**src/rtl/dc_alloc_pkg.sv**
```systemverilog
// Shared types and tree pseudo-LRU helpers for the allocation controller.
// Assumes exactly four ways; the tree uses bit 0 as root, bit 1 for
// ways 0/1 and bit 2 for ways 2/3, each bit pointing at the victim side.
package dc_alloc_pkg;
    localparam int WAYS   = 4;
    localparam int WAY_W  = 2;
    localparam int TREE_W = 3;

    typedef enum logic [2:0] {
        OP_LOAD   = 3'd0,
        OP_STORE  = 3'd1,
        OP_TOUCH  = 3'd2,
        OP_BINV   = 3'd3,
        OP_BFLUSH = 3'd4,
        OP_SNOOP  = 3'd5
    } acc_op_e;

    // Index of the set bit of a one-hot (or zero) way vector.
    function automatic logic [WAY_W-1:0] way_index(input logic [WAYS-1:0] v);
        logic [WAY_W-1:0] idx;
        idx = '0;
        for (int i = 0; i < WAYS; i++)
            if (v[i]) idx = WAY_W'(i);
        return idx;
    endfunction

    // Tree state after using a way: every bit on its path points away.
    function automatic logic [TREE_W-1:0] tree_touch(input logic [TREE_W-1:0] t,
                                                     input logic [WAY_W-1:0] w);
        logic [TREE_W-1:0] n;
        n    = t;
        n[0] = ~w[1];
        if (!w[1]) n[1] = ~w[0];
        else       n[2] = ~w[0];
        return n;
    endfunction
endpackage

```
**src/rtl/dc_tree_store.sv**
```systemverilog
// Per-set pseudo-LRU tree storage. One register per set; a combinational
// read port for the set under lookup and one update port. Assumes NUM_SETS
// is a power of two so every index value addresses a real set.
module dc_tree_store
    import dc_alloc_pkg::*;
#(
    parameter int NUM_SETS = 16,
    localparam int SET_W   = $clog2(NUM_SETS)
) (
    input  logic              clk,
    input  logic              rst_n,
    input  logic [SET_W-1:0]  rd_set,
    output logic [TREE_W-1:0] rd_tree,
    input  logic              upd_en,
    input  logic [WAY_W-1:0]  upd_way
);
    logic [TREE_W-1:0] tree_all [NUM_SETS];

    for (genvar s = 0; s < NUM_SETS; s++) begin : g_set
        logic [TREE_W-1:0] tree_q;
        // Holds the tree of one set; cleared by reset, touched on use.
        always_ff @(posedge clk) begin
            if (!rst_n)
                tree_q <= '0;
            else if (upd_en && rd_set == SET_W'(s))
                tree_q <= tree_touch(tree_q, upd_way);
        end
        assign tree_all[s] = tree_q;
    end

    // Read port for the addressed set.
    always_comb rd_tree = tree_all[rd_set];
endmodule

```
**src/rtl/dc_victim_pick.sv**
```systemverilog
// Lock-aware tree walk. Returns the preferred way when it is enabled and
// unlocked, otherwise walks the tree, abandoning a fully locked pair and
// stepping to the sibling of a locked leaf. Assumes at least one way is
// unlocked whenever the result is used.
module dc_victim_pick
    import dc_alloc_pkg::*;
(
    input  logic [TREE_W-1:0] tree,
    input  logic [WAYS-1:0]   lock_vec,
    input  logic              pref_en,
    input  logic [WAY_W-1:0]  pref_way,
    output logic [WAY_W-1:0]  victim
);
    logic left_ok, right_ok, go_right;
    logic [WAY_W-1:0] tree_way;

    // Walk the tree with lock steering.
    always_comb begin
        left_ok  = !(lock_vec[0] && lock_vec[1]);
        right_ok = !(lock_vec[2] && lock_vec[3]);
        go_right = tree[0] ? right_ok : !left_ok;
        if (go_right)
            tree_way = tree[2] ? (lock_vec[3] ? 2'd2 : 2'd3)
                               : (lock_vec[2] ? 2'd3 : 2'd2);
        else
            tree_way = tree[1] ? (lock_vec[1] ? 2'd0 : 2'd1)
                               : (lock_vec[0] ? 2'd1 : 2'd0);
    end

    // Prefer the freed way when it is allowed.
    always_comb victim = (pref_en && !lock_vec[pref_way]) ? pref_way : tree_way;
endmodule

```
**src/rtl/dc_alloc_decide.sv**
```systemverilog
// Decision logic: classifies the access, applies the attribute, enable,
// lock and pending-fill gates, and produces every request plus the tree
// update. Assumes hit_vec has at most one bit set.
module dc_alloc_decide
    import dc_alloc_pkg::*;
(
    input  logic              req_valid,
    input  logic [2:0]        req_op,
    input  logic              req_cacheable,
    input  logic              req_wthru,
    input  logic              req_inhibit,
    input  logic [WAYS-1:0]   hit_vec,
    input  logic [WAYS-1:0]   shared_vec,
    input  logic [WAYS-1:0]   mod_vec,
    input  logic [WAYS-1:0]   lock_vec,
    input  logic              cache_en,
    input  logic              fill_match,
    input  logic [WAY_W-1:0]  victim,
    output logic              pref_en,
    output logic [WAY_W-1:0]  hit_way,
    output logic              alloc_req,
    output logic [WAY_W-1:0]  alloc_way,
    output logic              inval_req,
    output logic [WAY_W-1:0]  inval_way,
    output logic              push_req,
    output logic [WAY_W-1:0]  push_way,
    output logic              treat_miss,
    output logic              mem_fwd,
    output logic              upd_en,
    output logic [WAY_W-1:0]  upd_way
);
    logic is_mem, is_store, is_blk, can_fill, hit, shared_st, eff_miss;

    // Classify the access and its attributes.
    always_comb begin
        is_store  = req_op == OP_STORE;
        is_mem    = req_op == OP_LOAD || is_store || req_op == OP_TOUCH;
        is_blk    = req_op == OP_BINV || req_op == OP_BFLUSH;
        can_fill  = req_cacheable && !req_inhibit && !(is_store && req_wthru);
        hit       = |hit_vec;
        hit_way   = way_index(hit_vec);
        shared_st = is_store && req_cacheable && !req_inhibit && !req_wthru
                    && |(hit_vec & shared_vec);
        eff_miss  = !hit || shared_st;
        pref_en   = shared_st;
    end

    // Produce requests and the tree update.
    always_comb begin
        alloc_req  = req_valid && is_mem && can_fill && eff_miss && cache_en
                     && !(&lock_vec) && !fill_match;
        alloc_way  = alloc_req ? victim : '0;
        treat_miss = req_valid && shared_st;
        inval_req  = req_valid && (shared_st || (is_blk && hit));
        inval_way  = inval_req ? hit_way : '0;
        push_req   = req_valid && |(hit_vec & mod_vec)
                     && (req_op == OP_SNOOP || req_op == OP_BFLUSH);
        push_way   = push_req ? hit_way : '0;
        mem_fwd    = req_valid && is_mem && eff_miss && !alloc_req && !fill_match;
        upd_en     = alloc_req || (req_valid && is_mem && hit && !shared_st);
        upd_way    = alloc_req ? victim : hit_way;
    end
endmodule

```
**src/rtl/dc_alloc_ctrl.sv**
```systemverilog
// Top of the data cache miss allocation controller. Wires the per-set
// tree store, the lock-aware victim walk and the decision logic. Outputs
// are combinational in the lookup cycle; the tree of the addressed set
// changes at the following rising edge.
module dc_alloc_ctrl
    import dc_alloc_pkg::*;
#(
    parameter int NUM_SETS = 16,
    localparam int SET_W   = $clog2(NUM_SETS)
) (
    input  logic              clk,
    input  logic              rst_n,
    input  logic              req_valid,
    input  logic [2:0]        req_op,
    input  logic              req_cacheable,
    input  logic              req_wthru,
    input  logic              req_inhibit,
    input  logic [SET_W-1:0]  req_set,
    input  logic [3:0]        hit_vec,
    input  logic [3:0]        shared_vec,
    input  logic [3:0]        mod_vec,
    input  logic [3:0]        lock_vec,
    input  logic              cache_en,
    input  logic              fill_match,
    output logic              alloc_req,
    output logic [1:0]        alloc_way,
    output logic              inval_req,
    output logic [1:0]        inval_way,
    output logic              push_req,
    output logic [1:0]        push_way,
    output logic              treat_miss,
    output logic              mem_fwd
);
    logic [TREE_W-1:0] tree;
    logic [WAY_W-1:0]  victim, hit_way, upd_way;
    logic              pref_en, upd_en;

    dc_tree_store #(.NUM_SETS(NUM_SETS)) i_store (
        .clk(clk), .rst_n(rst_n), .rd_set(req_set), .rd_tree(tree),
        .upd_en(upd_en), .upd_way(upd_way)
    );

    dc_victim_pick i_pick (
        .tree(tree), .lock_vec(lock_vec), .pref_en(pref_en),
        .pref_way(hit_way), .victim(victim)
    );

    dc_alloc_decide i_decide (
        .req_valid(req_valid), .req_op(req_op), .req_cacheable(req_cacheable),
        .req_wthru(req_wthru), .req_inhibit(req_inhibit), .hit_vec(hit_vec),
        .shared_vec(shared_vec), .mod_vec(mod_vec), .lock_vec(lock_vec),
        .cache_en(cache_en), .fill_match(fill_match), .victim(victim),
        .pref_en(pref_en), .hit_way(hit_way), .alloc_req(alloc_req),
        .alloc_way(alloc_way), .inval_req(inval_req), .inval_way(inval_way),
        .push_req(push_req), .push_way(push_way), .treat_miss(treat_miss),
        .mem_fwd(mem_fwd), .upd_en(upd_en), .upd_way(upd_way)
    );
endmodule

```
**config.mk**
```make
export PLATFORM = sky130hd
export DESIGN_NAME = dc_alloc_ctrl
export DESIGN_NICKNAME = d
export VERILOG_FILES = /design/src/rtl/dc_alloc_pkg.sv /design/src/rtl/dc_tree_store.sv /design/src/rtl/dc_victim_pick.sv /design/src/rtl/dc_alloc_decide.sv /design/src/rtl/dc_alloc_ctrl.sv
export SDC_FILE = /design/constraint.sdc
export NUM_CORES = 1
export LEC_CHECK = 0
export BUFFER_PORTS_ARGS = -buffer_cell sky130_fd_sc_hd__buf_2
export CAP_MARGIN = 20
export CORE_MARGIN = 2
export CORE_UTILIZATION = 30
export CTS_CLUSTER_DIAMETER = 120
export DETAILED_ROUTE_END_ITERATION = 16
export GPL_TIMING_DRIVEN = 1
export PLACE_DENSITY = 0.47
export SYNTH_ARGS = -nofsm -noshare
export SYNTH_HDL_FRONTEND = slang
export SYNTH_SLANG_ARGS = --single-unit
```
**constraint.sdc**
```tcl
create_clock -name clk -period 5.4 [get_ports clk]
set_clock_uncertainty 0.2 [all_clocks]
set_input_delay 1.35 -clock clk [delete_from_list [all_inputs] [get_ports clk]]
set_output_delay 1.35 -clock clk [all_outputs]
set_load 0.02 [all_outputs]
```
==> flow_summary_export.csv <==
group,metric,value,unit
finish,stdcell_count,469,
finish,layout_common_cells,"48 x nand2_1, 48 x dfxtp_1, 41 x buf_2",
finish,multi_input_area,1750,um2
critical_path,crit_path_max_fanout,18,
cts,ctsResizeCount,0,
synthesis,synthFlopType,"dfxtp_1",
pwr,p_sw_share,27.1,%
worst_hold_path,hp-start,"i_store.g_set[11].tree_q[2]",
critical_path,cp-start-kind,"input port",
pwr,seq_power_share,54.6,%
placement,place_congestion,0.767,
critical_path,rr_startpoint,"i_store.g_set[15].tree_q[0]",
finish,nets,371,
critical_path,arrival,3510,ps
pwr,internal-power,0.000476,W
pwr,total_power,0.000653,W
critical_path,worstSetupStartpoint,"req_set[1]",
cts,cts_tree,"built",
critical_path,setup.worst_path.class,"input port to output pin",
critical_path,cp-end-kind,"output pin",
critical_path,required,3850,ps
synthesis,ys_ff_latch,48,
finish,antenna_cells,0,
global_route,grt_max_degree,52,
timing,fmax,198,MHz
synthesis,yosys_warnings,0,
floorplanning,initial_utilization,31.1,%
timing,grt_setup_unrepaired,"no",
finish,reg.largest.list,"i_store.g_set.tree_q x48",
cts,clock-sinks,48,
finish,fillCellCount,952,
drt,vias_per_cell,5.13,
floorplanning,dieArea,10400,um2
cts,htreeDepth,2,
timing,finalSetupTns,0,ps
cts,clk_pin_slew,80,ps
pwr,powerDensity,203,nW/um2
cts,postCtsHoldBufs,0,
timing,setup_viol,0,
critical_path,r2r_slack,2580,ps
drt,route.detailed.drc,0,
global_route,grt_pass1_vias,2225,
placement,dp_hpwl,5370,um
placement,placed_area,3140,um2
cts,cts_buffer_depth,2,
cts,post_cts_buffers,0,
run,maxCapViolCount,0,
global_route,antenna_found_initial,0,
synthesis,syn_nets,338,
synthesis,async_flop_share,0,%
placement,portBuffers,41,
drt,drtAntennaViolNets,0,
synthesis,synth.avg_cell_area,9.35,um2
drt,dr.pass1.iters,4,
global_route,overflow,0,
floorplanning,die_x,102,um
drt,drt-total-wl,7490,um
pwr,power_frac_comb,13.7,%
pwr,ir_drop,0.0000842,V
floorplanning,rows,35,
floorplanning,die_h,102,um
pwr,leakage,1.32,nW
global_route,track_usage,14.9,%
timing,period_needed,5060,ps
timing,final-hold-violation-count,0,
run_status,status,"finished clean",
synthesis,synth-edff-count,0,
synthesis,ys_types,50,
floorplanning,core_area,9240,um2
drt,drt-initial-drc-count,136,
finish,largest_register,"i_store.g_set.tree_q",
drt,routedWlPerCell,16.0,um
cts,cts_root_buf,"clkbuf_8",
timing,report.final.slew_viol_count,0,
global_route,grt_pass1_wl,11900,um
timing,period_share,93.7,%
finish,drive_gt1_share,25.0,%
worst_hold_path,hold_class,"register to register",
synthesis,syn_area,2870,um2
finish,largest_reg_flops,48,
floorplanning,io_pins,42,
pwr,pwr-share-clk,31.7,%
drt,vias,2408,
finish,areaGrowthSynthToFinish,12.1,%
finish,fin_area,3220,um2
placement,dp.cells,462,
cts,numCtsBuffers,5,
synthesis,syn_inst,307,
timing,slew-limit-headroom,45.6,%
timing,tightest_slew,799,ps
pwr,switchingPower,0.000177,W
finish,regArea,961,um2
synthesis,yosysSeqAreaShare,33.5,%
cts,insertion_delay,300,ps
==> synth_stat cells, types with 2 or more instances <==
master	count	area share, %
a21oi_1	12	2.1
nor4_1	2	0.44
nand3b_1	2	0.52
nand2_1	48	6.3
nand3_2	3	1.0
nor3b_1	3	0.78
o31ai_1	3	0.78
dfxtp_1	48	33
clkbuf_1	9	1.2
a211oi_1	3	0.78
nor3_1	4	0.70
inv_1	7	0.92
buf_2	5	0.87
nand3_1	11	1.9
nor2b_1	4	0.87
mux2i_1	24	8.4
o211ai_1	5	1.3
o21ai_0	17	3.0
mux2_4	2	1.0
o22a_1	2	0.61
and3_1	4	0.87
a22oi_1	15	3.9
mux2i_4	2	1.6
and2b_1	2	0.52
buf_6	3	1.2
nand2b_1	6	1.3
and2_1	7	1.5
nor2_1	16	2.1
mux4_2	10	7.8
a22oi_2	8	3.5
==> final cells by class <==
cell class / instances / share of cell area (%)
clock buffer: 6 / 2.26
clock inverter: 1 / 0.156
inverter: 7 / 0.817
multi-input combinational: 232 / 54.3
sequential: 48 / 29.9
tap: 129 / 5.02
timing repair buffer: 46 / 7.55
==> metrics by stage <==
| stage | utilization, % | hold slack, ps | setup WS, ps |
|---|---|---|---|
| final | 34.8 | 262 | 341 |
| after global routing | 34.8 | 276 | 149 |
| after CTS | 34.8 | 265 | 301 |
| after detailed placement | 34.0 | 249 | 314 |
| after global placement | 34.0 | 249 | 333 |
| after floorplan | - | 232 | 255 |
==> worst paths after layout <==
kind,to,cells past startpoint
max,alloc_way[0],9
min reg2reg,i_store.g_set[11].tree_q[2],2
max reg2reg,i_store.g_set[10].tree_q[2],7
min,i_store.g_set[11].tree_q[2],2
==> power by group through the flow <==
stage                     clock network, W  registers [W]   logic, W
after floorplan                          0       0.000364  0.0000632
after global placement                   0       0.000365  0.0000897
after detailed placement                 0       0.000365  0.0000902
after CTS                         0.000214       0.000357  0.0000903
after global routing              0.000227       0.000357  0.0000982
final                             0.000207       0.000357  0.0000897
==> cell families after synthesis <==
family | count (synthesis) | share of synthesized area [%]
simple gates | 118 | 21.0
compound gates | 76 | 21.1
flops | 48 | 33.5
mux | 38 | 18.8
buf+inv | 27 | 5.62
==> critical path, cell delays in order <==
cell	delay, ps
buf_2	320
mux4_2	560
a22oi_1	240
nand2_1	110
o21ai_0	210
a22oi_2	150
and2b_1	180
a211oi_1	190
buf_2	200
==> per-layer routing <==
metal	wire length [um]	global-route usage [%]	share of wire, %	vias to the layer above
met5	0	0	0	-
met3	432	2.74	5.8	5
li1	-	-	-	1192
met4	39	3.08	0.52	0
met2	3490	24.2	47	71
met1	3530	20.7	47	1140
(Power assumes the default switching activity.)
